File: src/rtl/eeb_pkg.sv
package eeb_pkg;
  typedef enum logic [1:0] {ST_IDLE, ST_SINGLE, ST_BURST} eeb_state_e;

  localparam logic [2:0] SEL_CTRL  = 3'd0;
  localparam logic [2:0] SEL_ADDR  = 3'd1;
  localparam logic [2:0] SEL_DATA  = 3'd2;
  localparam logic [2:0] SEL_BASE  = 3'd3;
  localparam logic [2:0] SEL_BURST = 3'd4;

  localparam int REC_BYTES = 6;
  localparam int IDX_W = $clog2(REC_BYTES);
endpackage

File: src/rtl/eeb_port.sv
module eeb_port #(
  parameter int EE_AW = 10
) (
  input  logic             clk,
  input  logic             rst,
  input  logic             issue,
  input  logic             issue_we,
  input  logic [EE_AW-1:0] issue_addr,
  input  logic [7:0]       issue_wdata,
  input  logic             ee_ack,
  output logic             ee_req,
  output logic             ee_we,
  output logic [EE_AW-1:0] ee_addr,
  output logic [7:0]       ee_wdata,
  output logic             done
);
  assign done = ee_req && ee_ack;

  always_ff @(posedge clk) begin
    if (rst) begin
      ee_req   <= 1'b0;
      ee_we    <= 1'b0;
      ee_addr  <= '0;
      ee_wdata <= '0;
    end else if (issue) begin
      ee_req   <= 1'b1;
      ee_we    <= issue_we;
      ee_addr  <= issue_addr;
      ee_wdata <= issue_wdata;
    end else if (done) begin
      ee_req <= 1'b0;
    end
  end
endmodule

File: src/rtl/eeb_record.sv
module eeb_record
  import eeb_pkg::*;
(
  input  logic        clk,
  input  logic        rst,
  input  logic        clear,
  input  logic        take,
  input  logic [7:0]  din,
  output logic        term,
  output logic        rec_done,
  output logic [15:0] field,
  output logic [31:0] word
);
  logic [IDX_W-1:0] idx;
  logic [15:0]      field_q;
  logic [23:0]      word_q;

  assign field    = field_q;
  assign word     = {din, word_q};
  assign term     = take && (idx == IDX_W'(1)) && (din == 8'hFF) && (field_q[7:0] == 8'hFF);
  assign rec_done = take && (idx == IDX_W'(REC_BYTES - 1));

  always_ff @(posedge clk) begin
    if (rst || clear) begin
      idx     <= '0;
      field_q <= '0;
      word_q  <= '0;
    end else if (take) begin
      case (idx)
        IDX_W'(0): field_q[7:0]   <= din;
        IDX_W'(1): field_q[15:8]  <= din;
        IDX_W'(2): word_q[7:0]    <= din;
        IDX_W'(3): word_q[15:8]   <= din;
        IDX_W'(4): word_q[23:16]  <= din;
        default: ;
      endcase
      idx <= (idx == IDX_W'(REC_BYTES - 1)) ? '0 : idx + 1'b1;
    end
  end
endmodule

File: src/rtl/eeb_loader.sv
module eeb_loader
  import eeb_pkg::*;
#(
  parameter int EE_AW  = 10,
  parameter int BASE_W = 9,
  parameter int MEM_AW = 24
) (
  input  logic              clk,
  input  logic              rst,
  input  logic              host_we,
  input  logic [2:0]        host_sel,
  input  logic [31:0]       host_wdata,
  output logic [31:0]       host_rdata,
  output logic              ee_req,
  output logic              ee_we,
  output logic [EE_AW-1:0]  ee_addr,
  output logic [7:0]        ee_wdata,
  input  logic [7:0]        ee_rdata,
  input  logic              ee_ack,
  output logic              mem_we,
  output logic [MEM_AW-1:0] mem_addr,
  output logic [31:0]       mem_wdata
);
  localparam int LOW_W = MEM_AW - BASE_W;
  localparam logic [EE_AW-1:0] EE_TOP = '1;

  eeb_state_e        st;
  logic [EE_AW-1:0]  addr_q, nxt_q;
  logic [7:0]        data_q;
  logic [BASE_W-1:0] base_q;
  logic              fresh_q;

  logic busy, acc, start_single, start_burst, done;
  logic b_take, b_end, b_next, term, rec_done;
  logic issue, issue_we;
  logic [EE_AW-1:0] issue_addr, after_addr;
  logic [15:0] field;
  logic [31:0] word;

  assign busy         = (st != ST_IDLE);
  assign acc          = host_we && !busy;
  assign start_single = acc && (host_sel == SEL_CTRL) && (host_wdata[1] || host_wdata[0]);
  assign start_burst  = acc && (host_sel == SEL_BURST) && host_wdata[0];
  assign after_addr   = ee_addr + 1'b1;
  assign b_take       = done && (st == ST_BURST);
  assign b_end        = b_take && (term || (ee_addr == EE_TOP));
  assign b_next       = b_take && !b_end;
  assign issue        = start_single || start_burst || b_next;
  assign issue_we     = start_single && !host_wdata[1];
  assign issue_addr   = start_single ? addr_q :
                        start_burst  ? (fresh_q ? '0 : nxt_q) : after_addr;

  logic unused_bits;
  assign unused_bits = ^{host_wdata[31:EE_AW], field[15:LOW_W]};

  eeb_port #(.EE_AW(EE_AW)) u_port (
    .clk(clk), .rst(rst), .issue(issue), .issue_we(issue_we),
    .issue_addr(issue_addr), .issue_wdata(data_q), .ee_ack(ee_ack),
    .ee_req(ee_req), .ee_we(ee_we), .ee_addr(ee_addr), .ee_wdata(ee_wdata),
    .done(done)
  );

  eeb_record u_rec (
    .clk(clk), .rst(rst), .clear(start_burst), .take(b_take), .din(ee_rdata),
    .term(term), .rec_done(rec_done), .field(field), .word(word)
  );

  always_ff @(posedge clk) begin
    if (rst) begin
      st        <= ST_IDLE;
      addr_q    <= '0;
      nxt_q     <= '0;
      data_q    <= '0;
      base_q    <= '0;
      fresh_q   <= 1'b1;
      mem_we    <= 1'b0;
      mem_addr  <= '0;
      mem_wdata <= '0;
    end else begin
      mem_we <= rec_done;
      if (rec_done) begin
        mem_addr  <= {base_q, field[LOW_W-1:0]};
        mem_wdata <= word;
      end
      if (acc) begin
        case (host_sel)
          SEL_ADDR: addr_q <= host_wdata[EE_AW-1:0];
          SEL_DATA: data_q <= host_wdata[7:0];
          SEL_BASE: base_q <= host_wdata[BASE_W-1:0];
          default: ;
        endcase
      end
      case (st)
        ST_IDLE: begin
          if (start_single) st <= ST_SINGLE;
          else if (start_burst) st <= ST_BURST;
        end
        ST_SINGLE: begin
          if (done) begin
            st      <= ST_IDLE;
            nxt_q   <= after_addr;
            fresh_q <= 1'b0;
            if (!ee_we) data_q <= ee_rdata;
          end
        end
        default: begin
          if (b_end) begin
            st      <= ST_IDLE;
            nxt_q   <= after_addr;
            fresh_q <= 1'b0;
          end
        end
      endcase
    end
  end

  always_ff @(posedge clk) begin
    if (rst) begin
      host_rdata <= '0;
    end else begin
      case (host_sel)
        SEL_CTRL:  host_rdata <= {30'd0, (st == ST_SINGLE) && !ee_we, (st == ST_SINGLE) && ee_we};
        SEL_ADDR:  host_rdata <= 32'(addr_q);
        SEL_DATA:  host_rdata <= 32'(data_q);
        SEL_BASE:  host_rdata <= 32'(base_q);
        SEL_BURST: host_rdata <= {31'd0, st == ST_BURST};
        default:   host_rdata <= '0;
      endcase
    end
  end
endmodule

File: config.mk
export PLATFORM = sky130hd
export DESIGN_NAME = eeb_loader
export DESIGN_NICKNAME = d
export VERILOG_FILES = /design/src/rtl/eeb_pkg.sv /design/src/rtl/eeb_port.sv /design/src/rtl/eeb_record.sv /design/src/rtl/eeb_loader.sv
export SDC_FILE = /design/constraint.sdc
export NUM_CORES = 1
export LEC_CHECK = 0
export BUFFER_PORTS_ARGS = -buffer_cell sky130_fd_sc_hd__buf_2
export CELL_PAD_IN_SITES_DETAIL_PLACEMENT = 1
export CELL_PAD_IN_SITES_GLOBAL_PLACEMENT = 1
export CORE_AREA = 4 4 133 135
export CTS_CLUSTER_DIAMETER = 120
export DETAILED_ROUTE_END_ITERATION = 12
export DIE_AREA = 0 0 137 139
export HOLD_SLACK_MARGIN = 0.1
export PLACE_DENSITY = 0.86
export RECOVER_POWER = 100
export SLEW_MARGIN = 0
export SYNTH_ARGS = -nofsm -noshare
export SYNTH_HDL_FRONTEND = slang
export SYNTH_SLANG_ARGS = --single-unit
export TNS_END_PERCENT = 20
File: constraint.sdc
create_clock -name clk -period 4.34 [get_ports clk]
set_input_delay 0.868 -clock clk [delete_from_list [all_inputs] [get_ports clk]]
set_output_delay 0.868 -clock clk [all_outputs]
set_load 0.03 [all_outputs]
==> summary.md, run 1 <==
* **run status** complete, but fails checks
* **violated checks** capacitance limit, slew limit
* **routed vias/inst** 5.38
* **CTS hold repair buffers** 0
* **remaining routing DRC violations** 0
* **buffer cell driving the clock tree root** sky130_fd_sc_hd__clkbuf_16
* **setup repair after global routing missed its margin** no
* **number of buffers added by the clock tree synthesis step** 17
* **gate count of the mapped netlist** 819
* **highest fanout seen on the critical path** 69
* **I/O Buffers** 111
* **proportion of layout cells with a drive suffix above 1** 0.0872
* **worst vdd ir** 0.000253 V
* **Worst slew margin** -0.643
* **area fraction of the dominant cell type after synthesis** 0.484
* **number of cell instances on the worst register-to-register path** 8
* **final setup violation count** 0
* **Setup CP Type** input port to flip-flop
* **number of max-cap violations** 1
* **DPL Wire Length** 13.2 mm
* **Pint** 2410 µW
* **largest net degree at the start of global routing** 70
* **proportion of synthesized chip area in sequential cells** 0.484
* **Layout area overhead** 13.9%
* **post-route setup TNS** 0 ns
* **core region area** 0.0165 mm²
* **leakage dissipation** 0.00280 µW
* **global-route usage over all layers** 0.219
* **share of power burned in the clock network** 0.460
* **switching power** 766 µW
* **final period demand of the worst path** 3.48 ns
* **crit share post-route** 0.802
* **number of flops mapped to enable cells by yosys** 0
* **vias in the first global route** 6151
* **worst-case clock buffer depth** 2
* **Async SR Flop Fraction** 0
* **synth top area cells** sky130_fd_sc_hd__dfxtp_1, sky130_fd_sc_hd__nand2_1, sky130_fd_sc_hd__mux2i_1
* **number of slew-limit violations in the final report** 55
* **most instantiated library cell after synthesis** sky130_fd_sc_hd__nand2_1
* **flop and latch count out of synthesis** 169
* **total via count after detailed routing** 6056
* **number of instances on the worst hold path** 2
* **number of sinks driven by the clock tree** 169
* **Critical Path Start Type** input port
* **global-route wire length before repair** 33.1 mm
* **core utilization of the finished layout** 0.483
* **die boundary width** 137 µm
* **weighted congestion at the end of routability-driven global placement** 0.818
* **post-synthesis cell type with the largest combined area** sky130_fd_sc_hd__dfxtp_1
* **count of nets after finishing** 942
* **boundary pin count** 156
* **drt total wl** 20.5 mm
* **Die H** 139 µm
* **Cell Pwr Density** 399 mW/mm²
* **synthesized area divided by synthesized cell count** 8.53 µm²
* **sum of overflow across all layers after global routing** 0
* **combinational power share** 0.046
* **Wirelength per Cell** 18.2 µm
* **number of setup buffers added after CTS** 0
* **switching part of the total power** 0.241
* **diode count** 0
* **worst slew pin tran** 2.46 ns
* **die footprint** 0.0190 mm²
* **Synth top cells by count** sky130_fd_sc_hd__nand2_1, sky130_fd_sc_hd__dfxtp_1, sky130_fd_sc_hd__a21oi_1
* **clock latency at the later pin of the worst-skew pair** 0.44 ns
* **initial antenna violation count** 0
* **H-Tree Depth** 4
* **CTS tree** built
* **proportion of power drawn by flip-flops and latches** 0.494
* **Most used DFF post-synth** sky130_fd_sc_hd__dfxtp_1
* **Worst EP required** 4.63 ns
* **Initial Util** 0.424
* **number of distinct library cells after synthesis** 58
* **count of warnings emitted by yosys** 0
* **antenna viol nets, final** 0
* **detailed router's first-iteration violation count** 342
* **critical path capture point type** flip-flop
* **final hold vios** 0
* **netlist area before placement** 0.00699 mm²
* **first-pass iteration count of the detailed router** 5
* **final setup skew** 0.00706 ns
* **class of the worst hold path** flip-flop to flip-flop
* **number of gates resized after CTS** 0
* **standard-cell row count** 47
* **CTS clock-pin slew for the worst setup and hold paths** 0.07 ns
* **max frequency** 287 MHz
* **data arrival time of the worst path** 3.77 ns
## metrics by stage
| step | total power (µW) | instances | instance area (µm²) | hold WS [ns] | setup slack [ns] |
|---|---|---|---|---|---|
| 2_1_floorplan | 1720 | 840 | 7060 | 0.431 | 1.77 |
| 3_3_place_gp | 1750 | 1094 | 7540 | 0.438 | 1.11 |
| 3_5_place_dp | 1750 | 1094 | 7540 | 0.443 | 1.01 |
| 4_1_cts | 3200 | 1126 | 8100 | 0.451 | 1.46 |
| 5_1_grt | 3290 | 1126 | 7950 | 0.471 | 0.649 |
| 6_report | 3180 | 1126 | 7950 | 0.453 | 0.859 |
## area by class of cell
cell class	count	area (µm²)
fill	2027	8510
sequential	169	3380
multi-input combinational	580	3210
timing repair buffer	121	514
clock buffer	22	464
tap	220	275
clock inverter	10	93.8
inverter	4	15.0
## per-layer routing
layer / routed length, µm / GRT usage
met2: 10300 / 0.365
met5: 0 / 0
met3: 908 / 0.0443
met1: 8940 / 0.280
met4: 353 / 0.0751
## logic make-up after synthesis
family          count (synthesis)  synth area share
other cells                     1          0.000537
simple gates                  339             0.214
xor+xnor                        9            0.0113
buf+inv                        91            0.0657
flops                         169             0.484
fa+ha+maj                       2           0.00358
mux                            58            0.0844
compound gates                150             0.136
## power groups by stage
stage	Clock, µW	Combinational, µW	Sequential (µW)
floorplan	0	115	1600
global placement	0	143	1600
detailed placement	0	145	1600
CTS	1490	146	1570
global route	1560	156	1570
finish	1460	146	1570
## path summary, 6_finish.rpt
path	start	endpoint	slack, ns
max	rst	u_port.ee_addr[6]$_SDFFE_PP0P_	0.86
min	u_rec.word_q[10]$_SDFFE_PP0P_	mem_wdata[10]$_SDFFE_PP0P_	0.45
max reg2reg	st[1]$_SDFFE_PP0P_	u_port.ee_wdata[5]$_SDFFE_PP0P_	0.92
min reg2reg	u_rec.word_q[10]$_SDFFE_PP0P_	mem_wdata[10]$_SDFFE_PP0P_	0.45
## state kept, by name, indices dropped and copies added (netlist names)
signal           cells
mem_wdata           32
mem_addr            24
u_rec.word_q        24
u_rec.field         15
addr_q              10
host_rdata          10
nxt_q               10
u_port.ee_addr      10
base_q               9
data_q               8
u_port.ee_wdata      8
u_rec.idx            3
st                   2
fresh_q              1
mem_we               1
u_port.ee_req        1
u_port.ee_we         1
## cells in the final DEF, fill, tap and decap left out, types with 17 or more instances in the layout
cell type and count:
sky130_fd_sc_hd__nand2_1 180, sky130_fd_sc_hd__dfxtp_1 169, sky130_fd_sc_hd__a21oi_1 97, sky130_fd_sc_hd__clkbuf_1 92, sky130_fd_sc_hd__nor2_1 91, sky130_fd_sc_hd__mux2i_1 51, sky130_fd_sc_hd__nand3_1 25, sky130_fd_sc_hd__buf_2 23
sky130_fd_sc_hd__conb_1 22, sky130_fd_sc_hd__clkbuf_16 17
## critical path, cell delays in order
cell                       delay, ns
sky130_fd_sc_hd__clkbuf_1       1.71
sky130_fd_sc_hd__buf_4          0.85
sky130_fd_sc_hd__nand3b_1       0.22
sky130_fd_sc_hd__o41ai_1        0.08
Power figures use the tool's default switching activity.
==> inputs of run 2 (changes only) <==
--- a/config.mk
+++ b/config.mk
@@ -5,15 +5,16 @@
 export SDC_FILE = /design/constraint.sdc
 export NUM_CORES = 1
 export LEC_CHECK = 0
+export ABC_AREA = 1
 export BUFFER_PORTS_ARGS = -buffer_cell sky130_fd_sc_hd__buf_2
 export CELL_PAD_IN_SITES_DETAIL_PLACEMENT = 1
 export CELL_PAD_IN_SITES_GLOBAL_PLACEMENT = 1
-export CORE_AREA = 4 4 133 135
+export CORE_AREA = 4 4 140 142
 export CTS_CLUSTER_DIAMETER = 120
 export DETAILED_ROUTE_END_ITERATION = 12
-export DIE_AREA = 0 0 137 139
+export DIE_AREA = 0 0 144 146
 export HOLD_SLACK_MARGIN = 0.1
-export PLACE_DENSITY = 0.86
+export PLACE_DENSITY = 0.82
 export RECOVER_POWER = 100
 export SLEW_MARGIN = 0
 export SYNTH_ARGS = -nofsm -noshare
==> constraint.sdc (replaced) <==
create_clock -name clk -period 3.3 [get_ports clk]
set_input_delay 0.66 -clock clk [delete_from_list [all_inputs] [get_ports clk]]
set_output_delay 0.66 -clock clk [all_outputs]
set_load 0.03 [all_outputs]
==> run 2 against run 1 <==
The flow now finishes without violations. Hold slack improved by 0.021 ns. Clock power rose by 41%. Synthesized cell count is 18% higher. First-iteration DRC count stayed put. Critical path type is now flip-flop to flip-flop. Power up 39%.
==> summary.md, run 2 <==
* **final period demand of the worst path** 2.68 ns
* **gate count of the mapped netlist** 963
* **standard-cell row count** 50
* **post-route setup TNS** 0 ns
* **DPL Wire Length** 15.1 mm
* **worst vdd ir** 0.000390 V
* **final hold vios** 0
* **die footprint** 0.0210 mm²
* **buffer cell driving the clock tree root** sky130_fd_sc_hd__clkbuf_16
* **cell breakdown of the critical path** nor2_1, nand2_1, nor2_1, clkbuf_1, nor2_2, clkbuf_2, o21ai_0, nor2_1, a21oi_1, inv_1
* **data arrival time of the worst path** 3.01 ns
* **worst slew pin tran** 1.21 ns
* **largest registers in the final layout** mem_wdata x32, mem_addr x24, u_rec.word_q x24
* **final setup skew** 0.0112 ns
* **Wirelength per Cell** 16.4 µm
* **vias in the first global route** 6866
* **most instantiated library cell after synthesis** sky130_fd_sc_hd__nor2_1
* **worst-case clock buffer depth** 2
* **crit share post-route** 0.812
* **number of gates resized after CTS** 0
* **detailed router's first-iteration violation count** 342
* **WP buf/inv** 3
* **weighted congestion at the end of routability-driven global placement** 0.832
* **final setup violation count** 0
* **global-route wire length before repair** 35.1 mm
* **number of buffers added by the clock tree synthesis step** 17
* **leakage dissipation** 0.00346 µW
* **synthesized area divided by synthesized cell count** 7.34 µm²
* **area fraction of the dominant cell type after synthesis** 0.479
* **max reg flops** 32
* **proportion of layout cells with a drive suffix above 1** 0.0710
* **highest fanout seen on the critical path** 41
* **Async SR Flop Fraction** 0
* **H-Tree Depth** 4
* **Worst EP required** 3.63 ns
* **die boundary width** 144 µm
* **Detail Route met2 WL** 10.6 mm
* **Most used DFF post-synth** sky130_fd_sc_hd__dfxtp_1
* **count of warnings emitted by yosys** 0
* **number of slew-limit violations in the final report** 0
* **run status** completed
* **Synth top cells by count** sky130_fd_sc_hd__nor2_1, sky130_fd_sc_hd__dfxtp_1, sky130_fd_sc_hd__nand2_1
* **CTS tree** built
* **sum of overflow across all layers after global routing** 0
* **boundary pin count** 156
* **Layout area overhead** 15.4%
* **netlist area before placement** 0.00707 mm²
* **Die H** 146 µm
* **antenna viol nets, final** 0
* **cell family with the largest share of critical-path delay** buffers and inverters
* **worst stage delay on the critical path** 0.61 ns
* **instance area after placement** 0.00768 mm²
* **drt total wl** 21.5 mm
* **register name with the most flops** mem_wdata
* **number of distinct library cells after synthesis** 36
* **core region area** 0.0185 mm²
* **I/O Buffers** 111
* **Critical Path Start Type** flip-flop
* **flop and latch count out of synthesis** 169
* **remaining routing DRC violations** 0
* **CTS clock-pin slew for the worst setup and hold paths** 0.07 ns
* **proportion of synthesized chip area in sequential cells** 0.479
* **number of setup buffers added after CTS** 0
* **global-route usage over all layers** 0.210
* **post-route design area** 0.00815 mm²
* **most used cells in the layout excluding fill and tap cells** sky130_fd_sc_hd__nor2_1, sky130_fd_sc_hd__dfxtp_1, sky130_fd_sc_hd__nand2_1
* **number of sinks driven by the clock tree** 169
* **initial antenna violation count** 3
* **number of max-cap violations** 0
* **highest metal layer with signal wires** met4
* **CTS hold repair buffers** 0
* **Cell Pwr Density** 542 mW/mm²
* **Worst slew margin** 0.192
* **clock latency at the later pin of the worst-skew pair** 0.44 ns
* **leading cell type in the layout, fill and taps excluded** sky130_fd_sc_hd__nor2_1
* **Initial Util** 0.383
* **routed vias/inst** 5.05
* **first-pass iteration count of the detailed router** 5
* **setup repair after global routing missed its margin** no
* **count of nets after finishing** 1106
* **number of flops mapped to enable cells by yosys** 0
* **synth top area cells** sky130_fd_sc_hd__dfxtp_1, sky130_fd_sc_hd__nor2_1, sky130_fd_sc_hd__o21ai_0
* **max frequency** 373 MHz
* **largest net degree at the start of global routing** 60
* **DR WL met3** 817 µm
* **routed length on met1** 9.54 mm
* **post-synthesis cell type with the largest combined area** sky130_fd_sc_hd__dfxtp_1
* **class of the worst hold path** input port to flip-flop
* **critical path capture point type** flip-flop
* **library cell contributing the largest single delay on the critical path** sky130_fd_sc_hd__clkbuf_1
* **Setup CP Type** flip-flop to flip-flop
* **most frequent CP cell** sky130_fd_sc_hd__nor2_1
* **total via count after detailed routing** 6598
==> run 2: cells by family (layout without fill, tap and decap cells) <==
group / count (synthesis) / after routing / synth area share
flip-flops: 169 / 169 / 0.479
AO/OA/AOI/OAI: 212 / 212 / 0.156
adder cells (fa/ha/maj): 2 / 2 / 0.00354
buffers and inverters: 150 / 236 / 0.101
other: 1 / 25 / 0.000531
AND/OR/NAND/NOR: 428 / 428 / 0.259
XOR/XNOR: 1 / 1 / 0.00124
==> run 2: per-stage QoR <==
step           total power, µW  setup WS [ns]  hold WS, ns   util  std cells
3_3_place_gp              2410          0.781        0.458  0.416       1272
6_report                  4420          0.620        0.473  0.442       1307
2_1_floorplan             2330           1.44        0.439      -        984
4_1_cts                   4460          0.894        0.463  0.449       1304
5_1_grt                   4580          0.363        0.481  0.442       1307
3_5_place_dp              2410          0.763        0.469  0.416       1272
==> run 2: path summary, 6_finish.rpt <==
path / start / endpoint / slack [ns] / depth (start not counted)
min: host_wdata[8] / addr_q[8]$_SDFFE_PP0P_ / 0.47 / 3
max reg2reg: st[1]$_SDFFE_PP0P_ / u_rec.idx[1]$_SDFFE_PP0P_ / 0.62 / 10
min reg2reg: mem_wdata[5]$_SDFFE_PP0P_ / mem_wdata[5]$_SDFFE_PP0P_ / 0.48 / 2
max: st[1]$_SDFFE_PP0P_ / u_rec.idx[1]$_SDFFE_PP0P_ / 0.62 / 10
==> run 2: metal layers <==
layer	vias up	GRT usage
li1	3247	-
met1	3184	0.264
met2	132	0.349
met3	35	0.0430
met4	0	0.0847
met5	-	0
==> run 2: worst reg2reg max path: stages (launching register included) <==
cell	delay (ns)
sky130_fd_sc_hd__dfxtp_1	0.34
sky130_fd_sc_hd__nor2_1	0.14
sky130_fd_sc_hd__nand2_1	0.21
sky130_fd_sc_hd__nor2_1	0.23
sky130_fd_sc_hd__clkbuf_1	0.61
sky130_fd_sc_hd__nor2_2	0.04
sky130_fd_sc_hd__clkbuf_2	0.48
sky130_fd_sc_hd__o21ai_0	0.30
sky130_fd_sc_hd__nor2_1	0.07
sky130_fd_sc_hd__a21oi_1	0.11
sky130_fd_sc_hd__inv_1	0.05
==> run 2: report_power, final <==
part	internal, µW	switching, µW	leakage (µW)
logic	65.8	210	0.00180
clock network	1110	951	0.000298
registers	2060	21.3	0.00136
total	3240	1180	0.00346
==> run 2: final cells by class <==
class / count / area (µm²)
diodes: 3 / 7.51
clock buffers: 18 / 439
clock inverters: 14 / 175
fillers: 2412 / 10300
inverters: 84 / 318
multi-input cells: 665 / 3030
flip-flops and latches: 169 / 3380
well taps: 234 / 293
repair buffers: 120 / 509
